--- config.mk ---
export PLATFORM = sky130hd
export DESIGN_NAME = latched_sel_mux
export DESIGN_NICKNAME = d
export VERILOG_FILES = /design/src/rtl/latched_sel_pkg.sv /design/src/rtl/ls_hold_stage.sv /design/src/rtl/ls_bit_pick.sv /design/src/rtl/ls_oe_gate.sv /design/src/rtl/latched_sel_mux.sv
export SDC_FILE = /design/constraint.sdc
export NUM_CORES = 1
export LEC_CHECK = 0
export ABC_AREA = 1
export CORE_MARGIN = 8
export CORE_UTILIZATION = 42
export DETAILED_ROUTE_END_ITERATION = 7
export GPL_ROUTABILITY_DRIVEN = 0
export HOLD_SLACK_MARGIN = 0.02
export PLACE_DENSITY = 0.73
export SETUP_SLACK_MARGIN = 0.15
export SLEW_MARGIN = 20
export SYNTH_ARGS = -nofsm -noshare
export SYNTH_HDL_FRONTEND = slang
export SYNTH_SLANG_ARGS = --single-unit
--- constraint.sdc ---
create_clock -name clk -period 1.05 [get_ports clk]
set_input_delay 0.21 -clock clk [delete_from_list [all_inputs] [get_ports clk]]
set_output_delay 0.21 -clock clk [all_outputs]
set_load 0.03 [all_outputs]
--- src/rtl/latched_sel_pkg.sv ---
package latched_sel_pkg;
  localparam int unsigned DEF_SEL_W = 3;

  typedef struct packed {
    logic lo_a;
    logic lo_b;
    logic hi;
  } oe_pins_t;
endpackage

--- src/rtl/ls_hold_stage.sv ---
module ls_hold_stage #(
  parameter int unsigned W = 8
) (
  input  logic         clk,
  input  logic         rst,
  input  logic         load_n,
  input  logic [W-1:0] d,
  output logic [W-1:0] q
);
  always_ff @(posedge clk) begin
    if (rst)         q <= '0;
    else if (!load_n) q <= d;
  end
endmodule

--- src/rtl/ls_bit_pick.sv ---
module ls_bit_pick #(
  parameter int unsigned SEL_W = 3,
  localparam int unsigned N = 1 << SEL_W
) (
  input  logic [N-1:0]     word,
  input  logic [SEL_W-1:0] addr,
  output logic             bit_true,
  output logic             bit_comp
);
  logic [N-1:0] hit;

  // One-hot decode of the stored address, then AND-OR reduction.
  for (genvar i = 0; i < N; i++) begin : g_dec
    assign hit[i] = (addr == SEL_W'(i)) & word[i];
  end

  assign bit_true = |hit;
  assign bit_comp = ~bit_true;
endmodule

--- src/rtl/ls_oe_gate.sv ---
module ls_oe_gate
  import latched_sel_pkg::*;
(
  input  oe_pins_t pins,
  output logic     drive
);
  assign drive = ~pins.lo_a & ~pins.lo_b & pins.hi;
endmodule

--- src/rtl/latched_sel_mux.sv ---
module latched_sel_mux
  import latched_sel_pkg::*;
#(
  parameter int unsigned SEL_W = DEF_SEL_W,
  localparam int unsigned N = 1 << SEL_W
) (
  input  logic             clk,
  input  logic             rst,
  input  logic [N-1:0]     dat_in,
  input  logic [SEL_W-1:0] sel_in,
  input  logic             sel_load_n,
  input  logic             dat_load_n,
  input  logic             en_lo_a,
  input  logic             en_lo_b,
  input  logic             en_hi,
  output logic             y_true,
  output logic             y_comp,
  output logic             out_en
);
  logic [SEL_W-1:0] addr_q;
  logic [N-1:0]     word_q;
  oe_pins_t         oe_pins;

  ls_hold_stage #(.W(SEL_W)) u_addr_stage (
    .clk(clk), .rst(rst), .load_n(sel_load_n), .d(sel_in), .q(addr_q)
  );

  ls_hold_stage #(.W(N)) u_data_stage (
    .clk(clk), .rst(rst), .load_n(dat_load_n), .d(dat_in), .q(word_q)
  );

  ls_bit_pick #(.SEL_W(SEL_W)) u_pick (
    .word(word_q), .addr(addr_q), .bit_true(y_true), .bit_comp(y_comp)
  );

  assign oe_pins = '{lo_a: en_lo_a, lo_b: en_lo_b, hi: en_hi};

  ls_oe_gate u_oe (
    .pins(oe_pins), .drive(out_en)
  );
endmodule

==> results.sh, run 1 <==
export IMPL_status="finished with violations"
export IMPL_violations="setup timing"
export IMPL_synth_edf_count=0
export IMPL_routed_wirelength_um=1760
export IMPL_post_route_period_util_pct=139
export IMPL_critPathLaunchType="flop"
export IMPL_p_comb_share_pct=30.1
export IMPL_diodes=0
export IMPL_hold_violations=0
export IMPL_required_ns=0.84
export IMPL_p_seq_share_pct=43.1
export IMPL_final_util_pct=75.8
export IMPL_overflow=0
export IMPL_die_x_um=53.8
export IMPL_worst_setup_path_type="reg -> out"
export IMPL_hold_class="in -> reg"
export IMPL_htreeDepth=1
export IMPL_syn_avg_cell_area_um2=6.97
export IMPL_cp_common_cell="buf_6"
export IMPL_r2r_end="u_addr_stage.q[0]$_SDFFE_PP0N_"
export IMPL_start_util_pct=45.5
export IMPL_area_growth_pct=66.6
export IMPL_finClkSkew_ns=0
export IMPL_power_switching_uw=332
export IMPL_worstPathMaxFanout=6
export IMPL_synth_distinct_cells=13
export IMPL_track_usage_pct=12.3
export IMPL_synthTopCellsByArea="dfxtp_1 (37%), nand2_1 (13%), nor2_1 (8.8%)"
export IMPL_yosysTopAreaCell="dfxtp_1"
export IMPL_fin_tns_setup_ns=-0.791
export IMPL_critPathMaxStageDelay_ns=0.40
export IMPL_crit_start="u_addr_stage.q[2]$_SDFFE_PP0N_"
export IMPL_drt_initial_drc_count=12
export IMPL_fin_crit_ns=1.46
export IMPL_path_clk_slew_ns=0.07
export IMPL_drtPass1Iterations=4
export IMPL_fin_hold_ws_ns=0.371
export IMPL_die_area_um2=2890
export IMPL_setup_ws_ns=-0.409
export IMPL_clkLatencyLatePin_ns=0.27
export IMPL_ys_flop_type="dfxtp_1"
export IMPL_yosysMostFrequentCell="nand2_1"
export IMPL_grt_pass1_vias=695
export IMPL_fp_dieH_um=53.8
export IMPL_vias_per_cell=5.06
export IMPL_route_detailed_drc=0
export IMPL_core_um2=1320
export IMPL_synth_common_cells="nand2_1 (21), nor2_1 (14), dfxtp_1 (11)"
export IMPL_path_cells="buf_6 > nor2_4 > nor2_2 > nand2_1 > nand3_2 > nand2_2 > buf_6"
export IMPL_antenna_found_initial=0
export IMPL_critPathCapture="y_comp"
export IMPL_switching_share_pct=30.4
export IMPL_fin_nets=142
export IMPL_ys_warn_count=0
export IMPL_n_fill_cell=93
export IMPL_ant_nets=0
export IMPL_synth_area_um2=599
export IMPL_dr_total_vias=698
export IMPL_max_freq_mhz=686
export IMPL_rows=13
export IMPL_syn_inst=86
export IMPL_hpwlAfterDp_um=1320
export IMPL_cts_tree="built"
export IMPL_clockRootBuffer="clkbuf_4"
export IMPL_rr_worst_depth=3
export IMPL_io_buffer_count=20
export IMPL_rsz0062_at_grt="yes"
export IMPL_yosysTopAreaCellShare_pct=36.7
export IMPL_synth_seq_cells=11
export IMPL_clk_path_buf_depth=2
export IMPL_clockPowerShare_pct=26.8
export IMPL_grt_pass1_wl_um=2730
export IMPL_cp_arrival_ns=1.25
export IMPL_worst_setup_path_end_kind="output port"
export IMPL_report_final_slew_viol_count=0
export IMPL_drive_gt1_share_pct=39.0
export IMPL_synthArstFlopShare_pct=0
export IMPL_grt_max_degree=11
export IMPL_io_pins=21
export IMPL_synth_nets=104
export IMPL_intPower_uw=760
export IMPL_drv_cap=0
export IMPL_maxSlewHeadroom_pct=84.3
export IMPL_dp_cells=132
export IMPL_drt_wirelength_per_cell_um=12.8
export IMPL_r2r_slack_ns=0.18
export IMPL_p_per_area_nw_per_um2=1090
export IMPL_power_total_mw=1.09
export IMPL_vdd_ir_drop_worst_uv=753
export IMPL_fin_area_um2=998
export IMPL_cpMaxStageDelayCell="dfxtp_4"
export IMPL_setup_violations=2
export IMPL_cts_buffers=3
export IMPL_ys_seq_area_share_pct=36.7
export IMPL_worst_slew_pin_slew_ns=0.234
export IMPL_dpl_instance_area_um2=903
export IMPL_timing_rr_start="u_addr_stage.q[0]$_SDFFE_PP0N_"
export IMPL_clock_sinks=11
export IMPL_p_leak_nw=0.459
export IMPL_post_place_ws_ns=-0.596
export IMPL_ctsHoldBuffers=0
export IMPL_stdcell_count=138
==> critical path, delay by kind of cell, from the launching register on <==
kind | cells | cell delay (ns)
and+or+nand+nor | 5 | 0.31
DFF | 1 | 0.40
buffers and inverters | 2 | 0.26
==> state kept, by name, summed over array words and instances, names as in the netlist <==
signal,count
u_data_stage.q,8
u_addr_stage.q,3
==> cell usage in the layout (no fill, tap or decap), drive strengths merged <==
| cell | Yosys | routed |
|---|---|---|
| nand3 | 7 | 7 |
| dfxtp | 11 | 11 |
| nand2 | 21 | 21 |
| dlymetal6s2s | 0 | 1 |
| nand4 | 4 | 4 |
| clkinv | 0 | 1 |
| clkbuf | 0 | 3 |
| a21oi | 3 | 3 |
| nor3b | 1 | 1 |
| inv | 10 | 10 |
| nor2 | 17 | 17 |
| buf | 4 | 23 |
| a211oi | 8 | 8 |
| clkdlybuf4s50 | 0 | 13 |
==> metal layers <==
metal | track usage, % | vias to the layer above | wire length (um)
met1 | 13.2 | 325 | 760
met5 | 0 | - | 0
met3 | 4.96 | 0 | 109
met4 | 2.10 | 0 | 0
li1 | - | 356 | -
met2 | 22.2 | 17 | 895
==> final cells by class <==
cell class / count / area, um2 / area share (%)
multi-input combinational: 61 / 358 / 35.8
timing repair buffer: 37 / 323 / 32.3
sequential: 11 / 231 / 23.2
inverter: 10 / 40.0 / 4.01
clock buffer: 3 / 22.5 / 2.26
tap: 15 / 18.8 / 1.88
clock inverter: 1 / 5.00 / 0.501
==> timing repair <==
item / 4_1_cts / 5_1_grt
pin swaps: 7 / 6
cloned: 0 / 1
setup endpoints to repair: 6 / 11
buffers inserted: 0 / 1
endpoints found under the hold margin: 0 / 0
resized for setup: 30 / 10
==> worst min-delay path by stage <==
stage	startpoint	endpoint	slack, ns	cells after the start
final	dat_load_n	u_data_stage.q[7]$_SDFFE_PP0N_	0.37	3
after detailed placement	u_data_stage.q[7]$_SDFFE_PP0N_	u_data_stage.q[7]$_SDFFE_PP0N_	0.49	2
after global placement	u_data_stage.q[2]$_SDFFE_PP0N_	u_data_stage.q[2]$_SDFFE_PP0N_	0.48	2
after global routing	dat_load_n	u_data_stage.q[6]$_SDFFE_PP0N_	0.38	3
after floorplan	rst	u_data_stage.q[7]$_SDFFE_PP0N_	0.28	1
after CTS	dat_in[1]	u_data_stage.q[1]$_SDFFE_PP0N_	0.48	3
==> power groups by stage <==
stage | sequential, mW | clock, mW | combinational [mW]
after floorplan | 0.471 | 0 | 0.152
after global placement | 0.480 | 0 | 0.287
after detailed placement | 0.480 | 0 | 0.292
after CTS | 0.470 | 0.303 | 0.302
after global routing | 0.474 | 0.332 | 0.358
final | 0.471 | 0.293 | 0.328
==> logic make-up (layout without fill, tap and decap cells) <==
family | count (synthesis) | in the layout | synth area share [%]
AND/OR/NAND/NOR | 50 | 50 | 36.3
flip-flops | 11 | 11 | 36.7
AO/OA/AOI/OAI | 11 | 11 | 14.2
buffers and inverters | 14 | 51 | 12.7
(Power assumes the default switching activity.)
==> run 2, diff against run 1 <==
PLACE_DENSITY = 0.78   (was 0.73)
==> run 2 against run 1 <==
  * Clock power about the same
  * Worst hold slack got worse by 0.056 ns
  * Combinational power decreased by 3%
  * Critical endpoint unchanged
  * Clock-buffer cell count increased by 1
  * The flow still finishes with violations (setup timing)
  * Clock skew unchanged
  * Via count decreased by 4.0%
  * Register-to-register slack improved by 0.04 ns
  * Utilization decreased by 1.0 points
  * First-iteration DRC count decreased by 75%
  * Critical path depth unchanged
  * Largest cell class unchanged
==> results.sh, run 2 (synthesis results as in run 1) <==
export IMPL_worst_slew_pin_slew_ns=0.264
export IMPL_gr_max_usage_layer="met2"
export IMPL_p_per_area_nw_per_um2=1100
export IMPL_hold_class="in -> reg"
export IMPL_clockRootBuffer="clkbuf_4"
export IMPL_layout_common_cells="nand2_1 (19), clkdlybuf4s50_1 (12), buf_4 (12), nor2_1 (11), dfxtp_1 (8)"
export IMPL_vias_per_cell=4.96
export IMPL_start_util_pct=45.5
export IMPL_setup_ws_ns=-0.409
export IMPL_track_usage_pct=13.3
export IMPL_rr_worst_depth=3
export IMPL_power_switching_uw=323
export IMPL_ctsHoldBuffers=0
export IMPL_largest_register="u_data_stage.q"
export IMPL_dr_total_vias=670
export IMPL_crit_start="u_addr_stage.q[2]$_SDFFE_PP0N_"
export IMPL_post_place_ws_ns=-0.610
export IMPL_maxSlewHeadroom_pct=82.4
export IMPL_cp_arrival_ns=1.25
export IMPL_p_comb_share_pct=29.4
export IMPL_core_um2=1320
export IMPL_worstHoldEndpoint="u_addr_stage.q[2]$_SDFFE_PP0N_"
export IMPL_hold_violations=0
export IMPL_path_buf_inv=2
export IMPL_diodes=0
export IMPL_multiInputGateArea_um2=364
export IMPL_rsz0062_at_grt="yes"
export IMPL_ant_nets=0
export IMPL_path_cells="buf_8 > nor2_4 > nor2_2 > nand2_1 > nand3_2 > nand2_2 > buf_6"
export IMPL_status="finished with violations"
export IMPL_intPower_uw=760
export IMPL_clock_sinks=11
export IMPL_rows=13
export IMPL_area_growth_pct=64.3
export IMPL_clockPowerShare_pct=27.0
export IMPL_overflow=0
export IMPL_critPathLaunchType="flop"
export IMPL_clkLatencyLatePin_ns=0.26
export IMPL_finClkSkew_ns=0
export IMPL_max_freq_mhz=685
export IMPL_drtPass1Iterations=4
export IMPL_switching_share_pct=29.9
export IMPL_reg_top3="u_data_stage.q x8, u_addr_stage.q x3"
export IMPL_fin_crit_ns=1.46
export IMPL_htreeDepth=1
export IMPL_grt_pass1_vias=677
export IMPL_min_delay_start="sel_load_n"
export IMPL_critPathMaxStageDelay_ns=0.39
export IMPL_grt_max_degree=9
export IMPL_drt_wirelength_per_cell_um=12.9
export IMPL_fp_dieH_um=53.8
export IMPL_grt_met3_usage_pct=4.68
export IMPL_cts_buffers=3
export IMPL_die_x_um=53.8
export IMPL_p_seq_share_pct=43.6
export IMPL_r2r_end="u_addr_stage.q[1]$_SDFFE_PP0N_"
export IMPL_hpwlAfterDp_um=1320
export IMPL_largest_reg_flops=8
export IMPL_holdPathStages=2
export IMPL_path_clk_slew_ns=0.07
export IMPL_antenna_found_initial=0
export IMPL_fin_nets=139
export IMPL_n_fill_cell=98
export IMPL_vdd_ir_drop_worst_uv=618
export IMPL_drt_initial_drc_count=3
export IMPL_worst_setup_path_type="reg -> out"
export IMPL_drive_gt1_share_pct=38.3
export IMPL_post_route_period_util_pct=139
export IMPL_cpMaxStageDelayCell="dfxtp_4"
export IMPL_routed_wirelength_um=1740
export IMPL_seq_area_um2=231
export IMPL_setup_violations=2
export IMPL_cts_tree="built"
export IMPL_io_pins=21
export IMPL_die_area_um2=2890
export IMPL_final_common_cell="nand2_1"
export IMPL_worst_setup_path_end_kind="output port"
export IMPL_violations="setup timing"
export IMPL_required_ns=0.84
export IMPL_worstPathMaxFanout=7
export IMPL_clk_path_buf_depth=2
export IMPL_groute_layer_met2_usage_pct=21.2
export IMPL_final_util_pct=74.7
export IMPL_p_leak_nw=0.451
export IMPL_r2r_slack_ns=0.22
export IMPL_gr_usage_met1_pct=15.0
export IMPL_route_detailed_drc=0
export IMPL_report_final_slew_viol_count=0
export IMPL_drv_cap=0
export IMPL_timing_rr_start="u_addr_stage.q[1]$_SDFFE_PP0N_"
export IMPL_critical_path_top_delay_family="flip-flops"
export IMPL_grt_pass1_wl_um=2900
export IMPL_io_buffer_count=20
==> run 2: timing repair <==
item,CTS,global route
gates resized for setup,26,17
pin swaps,2,3
endpoints found under the setup margin,6,10
buffers inserted,0,0
endpoints found under the hold margin,0,0
==> run 2: area by class of cell <==
type / instances / area share, %
timing repair buffer: 34 / 31.1
clock buffer: 4 / 2.67
multi-input combinational: 61 / 37.0
inverter: 10 / 3.81
tap: 15 / 1.91
sequential: 11 / 23.5
==> run 2: power groups by stage <==
stage / clock [mW] / combinational (mW) / sequential (mW)
2_1_floorplan: 0 / 0.152 / 0.471
3_3_place_gp: 0 / 0.284 / 0.480
3_5_place_dp: 0 / 0.287 / 0.480
4_1_cts: 0.303 / 0.292 / 0.469
5_1_grt: 0.330 / 0.346 / 0.475
6_report: 0.292 / 0.319 / 0.473
==> run 2: per-stage QoR <==
| stage | hold slack (ns) | instances | setup TNS [ns] | cell area (um2) | power, mW |
|---|---|---|---|---|---|
| final | 0.315 | 135 | -0.790 | 985 | 1.08 |
| after global routing | 0.320 | 135 | -0.969 | 985 | 1.15 |
| after CTS | 0.485 | 135 | -0.816 | 931 | 1.06 |
| after detailed placement | 0.483 | 131 | -1.78 | 896 | 0.767 |
| after global placement | 0.482 | 131 | -1.53 | 896 | 0.763 |
| after floorplan | 0.283 | 86 | -0.000333 | 616 | 0.623 |
==> run 2: metal layers <==
metal / wire length (um) / share of wire, %
met2: 911 / 52
met3: 103 / 5.9
met5: 0 / 0
met4: 27 / 1.6
met1: 696 / 40
==> run 2: worst max path at each step <==
stage	cells after the start	slack, ns	to
floorplan	7	-0.0003	y_true
global placement	7	-0.59	y_true
detailed placement	7	-0.61	y_true
CTS	6	-0.41	y_true
global route	7	-0.49	y_comp
finish	7	-0.41	y_comp
==> run 3, diff against run 2 <==
SKIP_CTS_REPAIR_TIMING = 1   (was unset)
==> run 3 against run 2 <==
  * The run still ends with setup timing left
  * Clock power increased by 2%
  * Fmax decreased by 1.3%
  * Via count decreased by 0.60%
  * Critical path type unchanged
  * Critical endpoint unchanged
  * Utilization unchanged
  * Sequential share of layout area unchanged
  * Final cell count unchanged
  * Critical path depth unchanged
  * Highest routed layer unchanged
  * Setup slack got worse by 0.019 ns
  * Routed wire length decreased by 3.0%
==> results.sh, run 3 (synthesis results as in run 1) <==
export IMPL_finClkSkew_ns=0
export IMPL_intPower_uw=759
export IMPL_layout_common_cells="nand2_1 (19), buf_4 (13), clkdlybuf4s50_1 (12), nor2_1 (11), inv_1 (9)"
export IMPL_clockRootBuffer="clkbuf_4"
export IMPL_hold_violations=0
export IMPL_reg_top3="u_data_stage.q x8, u_addr_stage.q x3"
export IMPL_hpwlAfterDp_um=1320
export IMPL_area_growth_pct=64.3
export IMPL_path_clk_slew_ns=0.07
export IMPL_critPathLaunchType="flop"
export IMPL_clock_sinks=11
export IMPL_dpl_instance_area_um2=896
export IMPL_n_fill_cell=104
export IMPL_cpMaxStageDelayCell="dfxtp_4"
export IMPL_p_seq_share_pct=43.5
export IMPL_cts_buffers=3
export IMPL_report_final_slew_viol_count=0
export IMPL_crit_start="u_addr_stage.q[2]$_SDFFE_PP0N_"
export IMPL_path_cells="buf_8 > nor2_4 > nor2_2 > nand2_1 > nand3_2 > nand2_2 > buf_6"
export IMPL_drtPass1Iterations=2
export IMPL_worst_setup_path_end_kind="output port"
export IMPL_r2r_slack_ns=0.18
export IMPL_dr_total_vias=666
export IMPL_htreeDepth=1
export IMPL_fin_crit_ns=1.48
export IMPL_vdd_ir_drop_worst_uv=608
export IMPL_clk_path_buf_depth=2
export IMPL_setup_ws_ns=-0.429
export IMPL_critPathMaxStageDelay_ns=0.39
export IMPL_diodes=0
export IMPL_violations="setup timing"
export IMPL_seq_area_um2=231
export IMPL_drv_cap=0
export IMPL_grt_pass1_wl_um=2840
export IMPL_status="finished with violations"
export IMPL_worstPathMaxFanout=7
export IMPL_overflow=0
export IMPL_clockPowerShare_pct=27.6
export IMPL_start_util_pct=45.5
export IMPL_timing_rr_start="u_addr_stage.q[0]$_SDFFE_PP0N_"
export IMPL_final_common_cell="nand2_1"
export IMPL_fin_area_um2=985
export IMPL_p_per_area_nw_per_um2=1100
export IMPL_switching_share_pct=30.1
export IMPL_worst_slew_pin_slew_ns=0.270
export IMPL_largest_reg_flops=8
export IMPL_required_ns=0.84
export IMPL_io_buffer_count=20
export IMPL_cts_tree="built"
export IMPL_worst_setup_path_type="reg -> out"
export IMPL_clkLatencyLatePin_ns=0.27
export IMPL_ant_nets=0
export IMPL_rows=13
export IMPL_grt_pass1_vias=683
export IMPL_setup_violations=2
export IMPL_die_x_um=53.8
export IMPL_drt_initial_drc_count=7
export IMPL_rsz0062_at_grt="yes"
export IMPL_routed_wirelength_um=1690
export IMPL_drive_gt1_share_pct=35.0
export IMPL_final_util_pct=74.7
export IMPL_track_usage_pct=13.0
export IMPL_hold_class="in -> reg"
export IMPL_io_pins=21
export IMPL_route_detailed_drc=0
export IMPL_fp_dieH_um=53.8
export IMPL_multiInputGateArea_um2=360
export IMPL_antenna_found_initial=0
export IMPL_maxSlewHeadroom_pct=82.0
export IMPL_grt_max_degree=9
export IMPL_cp_arrival_ns=1.27
export IMPL_die_area_um2=2890
export IMPL_vias_per_cell=4.93
export IMPL_post_route_period_util_pct=141
export IMPL_fin_nets=139
export IMPL_p_leak_nw=0.457
export IMPL_p_comb_share_pct=29.0
export IMPL_largest_register="u_data_stage.q"
export IMPL_min_delay_start="dat_load_n"
export IMPL_drt_wirelength_per_cell_um=12.5
export IMPL_power_switching_uw=326
export IMPL_core_um2=1320
export IMPL_max_freq_mhz=676
## run 3: cell types whose count changed in the layout (fill, tap and decap cells not counted), moves of 2 or more
cell	before	now
inv_2	3	1
clkbuf_2	0	2
inv_1	7	9
buf_2	3	0
## run 3: power groups by stage
stage               registers, mW  clock network (mW)  logic (mW)
floorplan                   0.471                   0       0.152
global placement            0.480                   0       0.284
detailed placement          0.480                   0       0.287
CTS                         0.471               0.303       0.289
global route                0.474               0.333       0.345
finish                      0.471               0.299       0.314
## run 3: metrics by stage
step	setup slack, ns	setup TNS [ns]	hold WS [ns]	power, mW	cells
after floorplan	-0.000333	-0.000333	0.283	0.623	86
after global placement	-0.587	-1.53	0.482	0.763	131
after detailed placement	-0.610	-1.78	0.483	0.767	131
after CTS	-0.912	-1.55	0.485	1.06	135
after global routing	-0.521	-1.03	0.316	1.15	135
final	-0.429	-0.823	0.314	1.09	135
## run 3: worst max-delay path: cells and delay by family (launching register included)
family        cells  cell delay, ns
simple gates      5            0.33
flops             1            0.39
buf+inv           2            0.27
## run 3: worst paths after layout
kind	end	cells after the start
min	u_data_stage.q[6]$_SDFFE_PP0N_	3
max	y_comp	7
min reg2reg	u_data_stage.q[7]$_SDFFE_PP0N_	2
max reg2reg	u_addr_stage.q[0]$_SDFFE_PP0N_	3
## run 3: cell type report
cell class / instances / area share [%]
clock buffer: 4 / 2.67
inverter: 10 / 3.81
multi-input combinational: 61 / 36.6
sequential: 11 / 23.5
tap: 15 / 1.91
timing repair buffer: 34 / 31.5
## run 3: metal layers
metal	GRT usage [%]	share of wire, %
met3	4.41	4.9
met5	0	0
met1	14.7	43
met2	20.7	50
met4	7.56	2.0
